**src/rtl/ssc_pkg.sv**
```systemverilog
package ssc_pkg;

  // Conditions that keep the switch off for as long as they last
  typedef struct packed {
    logic supply_low;
    logic over_temp;
    logic inhibit;
  } hold_t;

  function automatic logic any_hold(input hold_t h);
    return h.supply_low | h.over_temp | h.inhibit;
  endfunction

  function automatic int cnt_width(input int limit);
    return (limit < 2) ? 1 : $clog2(limit + 1);
  endfunction

endpackage

```
**src/rtl/ssc_cycle_sampler.sv**
```systemverilog
module ssc_cycle_sampler
  import ssc_pkg::*;
(
  input  logic  clk,
  input  logic  rst,
  input  logic  cyc_start,
  input  logic  duty_win,
  input  logic  fb_en,
  input  hold_t hold,
  input  logic  fire,
  output logic  turn_on,
  output logic  cyc_en
);

  // Decision taken once per cycle, on the start clock only
  assign turn_on = cyc_start & fb_en & duty_win & ~any_hold(hold) & ~fire;

  always_ff @(posedge clk) begin
    if (rst)            cyc_en <= 1'b0;
    else if (cyc_start) cyc_en <= turn_on;
    else if (fire)      cyc_en <= 1'b0;
  end


  en_rise_chk: assert property (@(posedge clk) disable iff (rst)
    !cyc_start |=> !$rose(cyc_en));

endmodule

```
**src/rtl/ssc_blank_timer.sv**
```systemverilog
module ssc_blank_timer #(
  parameter int BLANK_CLKS = 4
) (
  input  logic clk,
  input  logic rst,
  input  logic turn_on,
  input  logic gate_on,
  output logic blank_done
);
  import ssc_pkg::*;

  localparam int CW = cnt_width(BLANK_CLKS);

  generate
    if (BLANK_CLKS == 0) begin : g_none
      assign blank_done = 1'b1;
    end else begin : g_cnt
      logic [CW-1:0] cnt;

      always_ff @(posedge clk) begin
        if (rst)                                  cnt <= '0;
        else if (turn_on)                         cnt <= '0;
        else if (gate_on && cnt != CW'(BLANK_CLKS)) cnt <= cnt + 1'b1;
      end

      assign blank_done = (cnt == CW'(BLANK_CLKS));


      blank_restart_chk: assert property (@(posedge clk) disable iff (rst)
        turn_on |=> !blank_done);
    end
  endgenerate

endmodule

```
**src/rtl/ssc_ovp_watch.sv**
```systemverilog
module ssc_ovp_watch (
  input  logic clk,
  input  logic rst,
  input  logic cyc_start,
  input  logic cyc_en,
  input  logic fb_ovp,
  output logic fire,
  output logic restart_req
);

  logic seen_q;      // current enabled cycle has seen the flag
  logic prev_hit_q;  // previous cycle was enabled and saw the flag
  logic hit_now;

  assign hit_now = cyc_en & (seen_q | fb_ovp);
  assign fire    = prev_hit_q & cyc_en & fb_ovp;

  always_ff @(posedge clk) begin
    if (rst) begin
      seen_q      <= 1'b0;
      prev_hit_q  <= 1'b0;
      restart_req <= 1'b0;
    end else begin
      restart_req <= fire;
      if (fire) begin
        seen_q     <= 1'b0;
        prev_hit_q <= 1'b0;
      end else if (cyc_start) begin
        seen_q     <= 1'b0;
        prev_hit_q <= hit_now;
      end else begin
        seen_q     <= hit_now;
      end
    end
  end


  req_pulse_chk: assert property (@(posedge clk) disable iff (rst)
    restart_req |=> !restart_req);

endmodule

```
**src/rtl/onoff_switch_ctrl.sv**
```systemverilog
module onoff_switch_ctrl #(
  parameter int BLANK_CLKS = 4
) (
  input  logic clk,
  input  logic rst,
  input  logic cyc_start,
  input  logic duty_win,
  input  logic fb_en,
  input  logic ilim_trip,
  input  logic fb_ovp,
  input  logic supply_low,
  input  logic over_temp,
  input  logic restart_inhibit,
  output logic gate,
  output logic restart_req
);
  import ssc_pkg::*;

  hold_t hold;
  logic  turn_on, cyc_en, blank_done, ovp_fire, stop, gate_d;

  assign hold = {supply_low, over_temp, restart_inhibit};

  ssc_cycle_sampler u_smp (
    .clk(clk), .rst(rst), .cyc_start(cyc_start), .duty_win(duty_win),
    .fb_en(fb_en), .hold(hold), .fire(ovp_fire),
    .turn_on(turn_on), .cyc_en(cyc_en)
  );

  ssc_blank_timer #(.BLANK_CLKS(BLANK_CLKS)) u_blk (
    .clk(clk), .rst(rst), .turn_on(turn_on), .gate_on(gate),
    .blank_done(blank_done)
  );

  ssc_ovp_watch u_ovp (
    .clk(clk), .rst(rst), .cyc_start(cyc_start), .cyc_en(cyc_en),
    .fb_ovp(fb_ovp), .fire(ovp_fire), .restart_req(restart_req)
  );

  assign stop = ~duty_win | (ilim_trip & blank_done) | any_hold(hold) | ovp_fire;

  always_comb begin
    if (cyc_start) gate_d = turn_on;
    else           gate_d = gate & ~stop;
  end

  always_ff @(posedge clk) begin
    if (rst) gate <= 1'b0;
    else     gate <= gate_d;
  end


  gate_rise_chk: assert property (@(posedge clk) disable iff (rst)
    $rose(gate) |-> $past(cyc_start & fb_en));


  hold_off_chk: assert property (@(posedge clk) disable iff (rst)
    gate |-> !$past(supply_low | over_temp | restart_inhibit));


  duty_end_chk: assert property (@(posedge clk) disable iff (rst)
    !duty_win |=> !gate);


  ilim_end_chk: assert property (@(posedge clk) disable iff (rst)
    (gate && ilim_trip && blank_done && !cyc_start) |=> !gate);


  req_gate_chk: assert property (@(posedge clk) disable iff (rst)
    restart_req |-> !gate);

endmodule

```
**config.mk**
```make
export PLATFORM = sky130hd
export DESIGN_NAME = onoff_switch_ctrl
export DESIGN_NICKNAME = d
export VERILOG_FILES = /design/src/rtl/ssc_pkg.sv /design/src/rtl/ssc_cycle_sampler.sv /design/src/rtl/ssc_blank_timer.sv /design/src/rtl/ssc_ovp_watch.sv /design/src/rtl/onoff_switch_ctrl.sv
export SDC_FILE = /design/constraint.sdc
export NUM_CORES = 1
export LEC_CHECK = 0
export BUFFER_PORTS_ARGS = -buffer_cell sky130_fd_sc_hd__buf_2
export CAP_MARGIN = 20
export CELL_PAD_IN_SITES_DETAIL_PLACEMENT = 1
export CELL_PAD_IN_SITES_GLOBAL_PLACEMENT = 1
export CORE_AREA = 2 2 39 41
export DETAILED_ROUTE_END_ITERATION = 8
export DIE_AREA = 0 0 41 43
export PLACE_DENSITY_LB_ADDON = 0.05
export SETUP_SLACK_MARGIN = 0.02
export SKIP_CTS_REPAIR_TIMING = 1
export SLEW_MARGIN = 40
export SYNTH_ARGS = -nofsm -noshare
export SYNTH_HDL_FRONTEND = slang
export SYNTH_SLANG_ARGS = --single-unit
```
**constraint.sdc**
```tcl
create_clock -name clk -period 1.7 [get_ports clk]
set_clock_uncertainty 0.15 [all_clocks]
set_input_delay 0.34 -clock clk [delete_from_list [all_inputs] [get_ports clk]]
set_output_delay 0.34 -clock clk [all_outputs]
set_load 0.02 [all_outputs]
```
# ---- Word level (Yosys, flattened, before mapping)
# Index checks and enable logic that the tools add are counted.
dict set report word_totals {
  reg_bits 8
  wordCells 36
}
dict set report op_classes {
  n_addsub 1
  eq_ne 2
  n_reduce_logical 5
  bitwise 19
  muxes 3
}
# cell count
set op_table {}
lappend op_table {{$and A1 B1 Y1} 9}
lappend op_table {{$or A1 B1 Y1} 6}
lappend op_table {{$not A1 Y1} 4}
lappend op_table {{$reduce_or A2 Y1} 2}
lappend op_table {{$add A3 B1 Y3 const B} 1}
lappend op_table {{$eq A3 B3 Y1 const B} 1}
lappend op_table {{$mux W1} 3}
lappend op_table {{$ne A3 B3 Y1 const B} 1}
lappend op_table {{$reduce_or A3 Y1} 1}
lappend op_table {{$reduce_bool A2 Y1} 1}
lappend op_table {{$logic_and A1 B1 Y1} 1}

# ---- Logic depth before layout (Yosys ltp)
dict set report logic_depth {
  depth_word 8
  depth_mapped 5
}

# ---- Modules after synthesis
# A second synthesis with hierarchy kept.
dict set report hier_totals {
  cells_unflattened 44
  hier_area_um2 457.9
}
# mod seq_area_each_um2 instances area_per_inst_um2 cells_each
set by_module_without_submodules {}
lappend by_module_without_submodules {ssc_blank_timer 60.1 1 187.7 18}
lappend by_module_without_submodules {ssc_ovp_watch 60.1 1 133.9 14}
lappend by_module_without_submodules {onoff_switch_ctrl 20.0 1 71.3 6}
lappend by_module_without_submodules {ssc_cycle_sampler 20.0 1 65.1 6}

# ---- Worst setup path after synthesis
# Ideal clock, no wire load.
dict set report synth_timing {
  kind {reg-to-reg}
  startpoint {register u_blk.g_cnt.cnt[0]}
  endpoint {register u_blk.g_cnt.cnt[1]}
  synth_period_minus_slack_ns 1.332
  setup_ns 0.116
  path_buffers 0
  path_slack_ns 0.368
  path_stages_with_launch 6
  arrival_ns 1.066
  required_time_ns 1.434
  path_cell_list {dfxtp_1 inv_1 ha_1 a21boi_1 mux2i_1 nor2_1}
}
dict set report synth_between {
  elab_chain_cells 2
  word_cells_on_any_way 3
}
# element line
set synth_rtl {}
lappend synth_rtl {{from (decl)} ssc_blank_timer.sv:18} ;# logic [CW-1:0] cnt;
lappend synth_rtl {{from (signal assigned)} ssc_blank_timer.sv:23} ;# else if (gate_on && cnt != CW'(BLANK_CLKS)) cnt <= cnt + 1'b1;
lappend synth_rtl {{parallel branches: the longest is 2 deep, another holds $add A3 B1 Y3} --}
# Several ways; the timed one is not identified.
# A chain may end at the register's enable or synchronous reset.

# ---- Worst setup path in the final report
# Same ends and word-level chain as after synthesis.

==> metrics.cfg <==
[critical_path]
cp-startpoint=u_blk.g_cnt.cnt[0]$_SDFFE_PP0P_
reg2regPathDepth=5
rrSetupSlack_ps=210
r2r_end=u_blk.g_cnt.cnt[1]$_SDFFE_PP0P_
critPathLaunchType=register
endpoint=u_blk.g_cnt.cnt[1]$_SDFFE_PP0P_
end_kind=register
crit_type=register to register
critPathMaxFanout=3
r2r-start=u_blk.g_cnt.cnt[0]$_SDFFE_PP0P_
required_ps=1690
cp.arrival_ps=1470

[global_routing]
gr-total-overflow=0
antenna_found_initial=0
grt_max_degree=9
grt.total_usage_pct=12.39
grt_pass1_wl_um=1483
grt_pass1_vias=372

[power]
p_int_mw=0.2857
max-vdd-ir-drop_v=0.0002773
swShare_pct=22.52
totalPowerFinal_mw=0.3687
power_leakage_nw=0.2065
pwr-share-clk_pct=39.2
p_per_area_mw_per_mm2=736.8
power.switching_mw=0.08303
power_frac_comb_pct=9.2
pwr-share-seq_pct=51.7

[cts]
numCtsBuffers=3
cts_tree=built
root_buffer=clkbuf_4
path_clk_slew_ps=50
clk_latency_ps=250
clock_path_buffers=2
cts_sinks=8
htree_levels=1

[yosys]
synth_area_leaders=dfxtp_1 (40%), ha_1 (6.2%), nor4b_4 (5.9%)
yosysTopAreaCellShare_pct=39.75
ys_ff_latch=8
syn_area_per_cell_um2=9.157
synth.distinct_cells=21
mappedNetlistArea_um2=402.9
yosys_warnings=0
syn_nets=56
yosysSeqAreaShare_pct=39.75
synth.largest_area_cell=dfxtp_1
syn_inst=44

[route]
drc=0
routedWlPerCell_um=12.01
vias=358
first_iter_violations=1
first_pass_iters=2
ant_nets=0
vias_per_cell=4.838
routed_wl_um=889

[die]
coreArea_mm2=0.001384
start_util_pct=29.11
dieArea_mm2=0.001763
rows=14
ioPinCount=12
dieWidth_um=41
die_y_um=43

[sta]
hold_viol=0
max_slew.worst_pin.slew_ps=284.8
fmax_mhz=672.7
slew-limit-headroom_pct=80.98
holdWs_ps=176.3
period_share_pct=87.44
setup_viol=0
drv_slew=0
layout_min_cycle_time_ps=1486
setup-tns-final_ps=0
rsz0062_at_grt=false

[cells_and_area]
nets=72
diodes=0
final_cells=74
drive_above_1_share_pct=32.76
synthToLayoutAreaGrowth_pct=24.22
final_core_util_pct=36.17

[status]
status=completed

[placement]
hpwlAfterDp_um=716.6
io_buffers=11
placed_cells=71
gp_congestion=0.6364

[worst_hold_path]
hold_class=input port to register

[job]
cap_violations=0

through the flow:
step,cell area [µm²],setup WS (ps)
final,500.5,213.5
after global routing,500.5,104.3
after CTS,500.5,204.4
after detailed placement,478.0,238.1
after global placement,478.0,303.5
after floorplan,402.9,368.1
worst max-delay path, cell delays in order, from the launching register on:
cell	delay [ps]
dfxtp_1	370
inv_1	60
ha_1	230
a21boi_1	280
mux2i_1	230
nor2_1	60
power groups by stage:
stage	Sequential [mW]	Clock, mW	Combinational [mW]
3_5_place_dp	0.195	0	0.0338
2_1_floorplan	0.194	0	0.0132
4_1_cts	0.191	0.155	0.0340
3_3_place_gp	0.194	0	0.0326
6_report	0.191	0.144	0.0337
5_1_grt	0.191	0.161	0.0377
cells in the final DEF, fill, tap and decap left out:
cell,Yosys,layout
nor2b_1,1,1
xnor2_1,1,1
ha_1,2,2
a31oi_1,2,2
clkbuf_4,0,3
mux2i_1,2,2
inv_1,5,5
a221o_1,1,1
a21oi_1,2,2
or2_2,1,1
dfxtp_1,8,8
o21ai_2,1,1
o21ai_0,2,2
nor4b_4,1,1
a21oi_2,1,1
nor2_1,3,3
a21boi_1,1,1
buf_2,0,11
and2b_2,1,1
nor4_1,1,1
a41o_1,1,1
nand2_1,4,4
nand3_1,3,3
registers in the layout, indices dropped and copies added (netlist names):
name and count:
gate 1, u_blk.g_cnt.cnt 3, u_smp.cyc_en 1, u_ovp.seen_q 1, u_ovp.prev_hit_q 1, u_ovp.restart_req 1
area by class of cell:
cell class                      instances  area [µm²]
Fill cell                             176       883.3
Multi-Input combinational cell         31       224.0
Sequential cell                         8       160.2
Timing Repair Buffer                   11       55.05
Clock buffer                            3       22.52
Tap cell                               16       20.02
Inverter                                5       18.77
metal layers:
metal,wire [µm],vias up,GRT usage (%)
met5,0,-,0
met2,462,6,19.69
met1,392,166,14.61
li1,-,186,-
met4,0,0,6.000
met3,34,0,3.141
worst min path at each step:
stage / cells past startpoint / from / slack, ps / to
2_1_floorplan: 1 / rst / 260 / u_ovp.restart_req$_SDFF_PP0_
3_3_place_gp: 1 / u_ovp.prev_hit_q$_SDFFE_PP0P_ / 340 / u_ovp.prev_hit_q$_SDFFE_PP0P_
3_5_place_dp: 2 / gate$_SDFF_PP0_ / 360 / gate$_SDFF_PP0_
4_1_cts: 2 / rst / 170 / u_ovp.seen_q$_SDFF_PP0_
5_1_grt: 2 / rst / 180 / u_ovp.restart_req$_SDFF_PP0_
6_report: 2 / rst / 180 / u_ovp.restart_req$_SDFF_PP0_
synthesized netlist by cell type:
cell type / number
a221o_1: 1
a41o_1: 1
and2b_2: 1
a21boi_1: 1
dfxtp_1: 8
nand2_1: 4
mux2i_1: 2
nor2_1: 3
a21oi_2: 1
inv_1: 5
a31oi_1: 2
ha_1: 2
nor4b_4: 1
nor4_1: 1
o21ai_0: 2
a21oi_1: 2
or2_2: 1
nand3_1: 3
o21ai_2: 1
xnor2_1: 1
nor2b_1: 1
logic make-up (layout without fill, tap and decap cells):
logic type,count (synthesis),count (layout),synth area share [%]
XOR/XNOR,1,1,2.174
multiplexers,2,2,4.969
AO/OA/AOI/OAI,11,11,19.26
adder cells (fa/ha/maj),2,2,6.210
AND/OR/NAND/NOR,15,15,22.98
buffers and inverters,5,19,4.659
flip-flops,8,8,39.75
(Power assumes the default switching activity.)
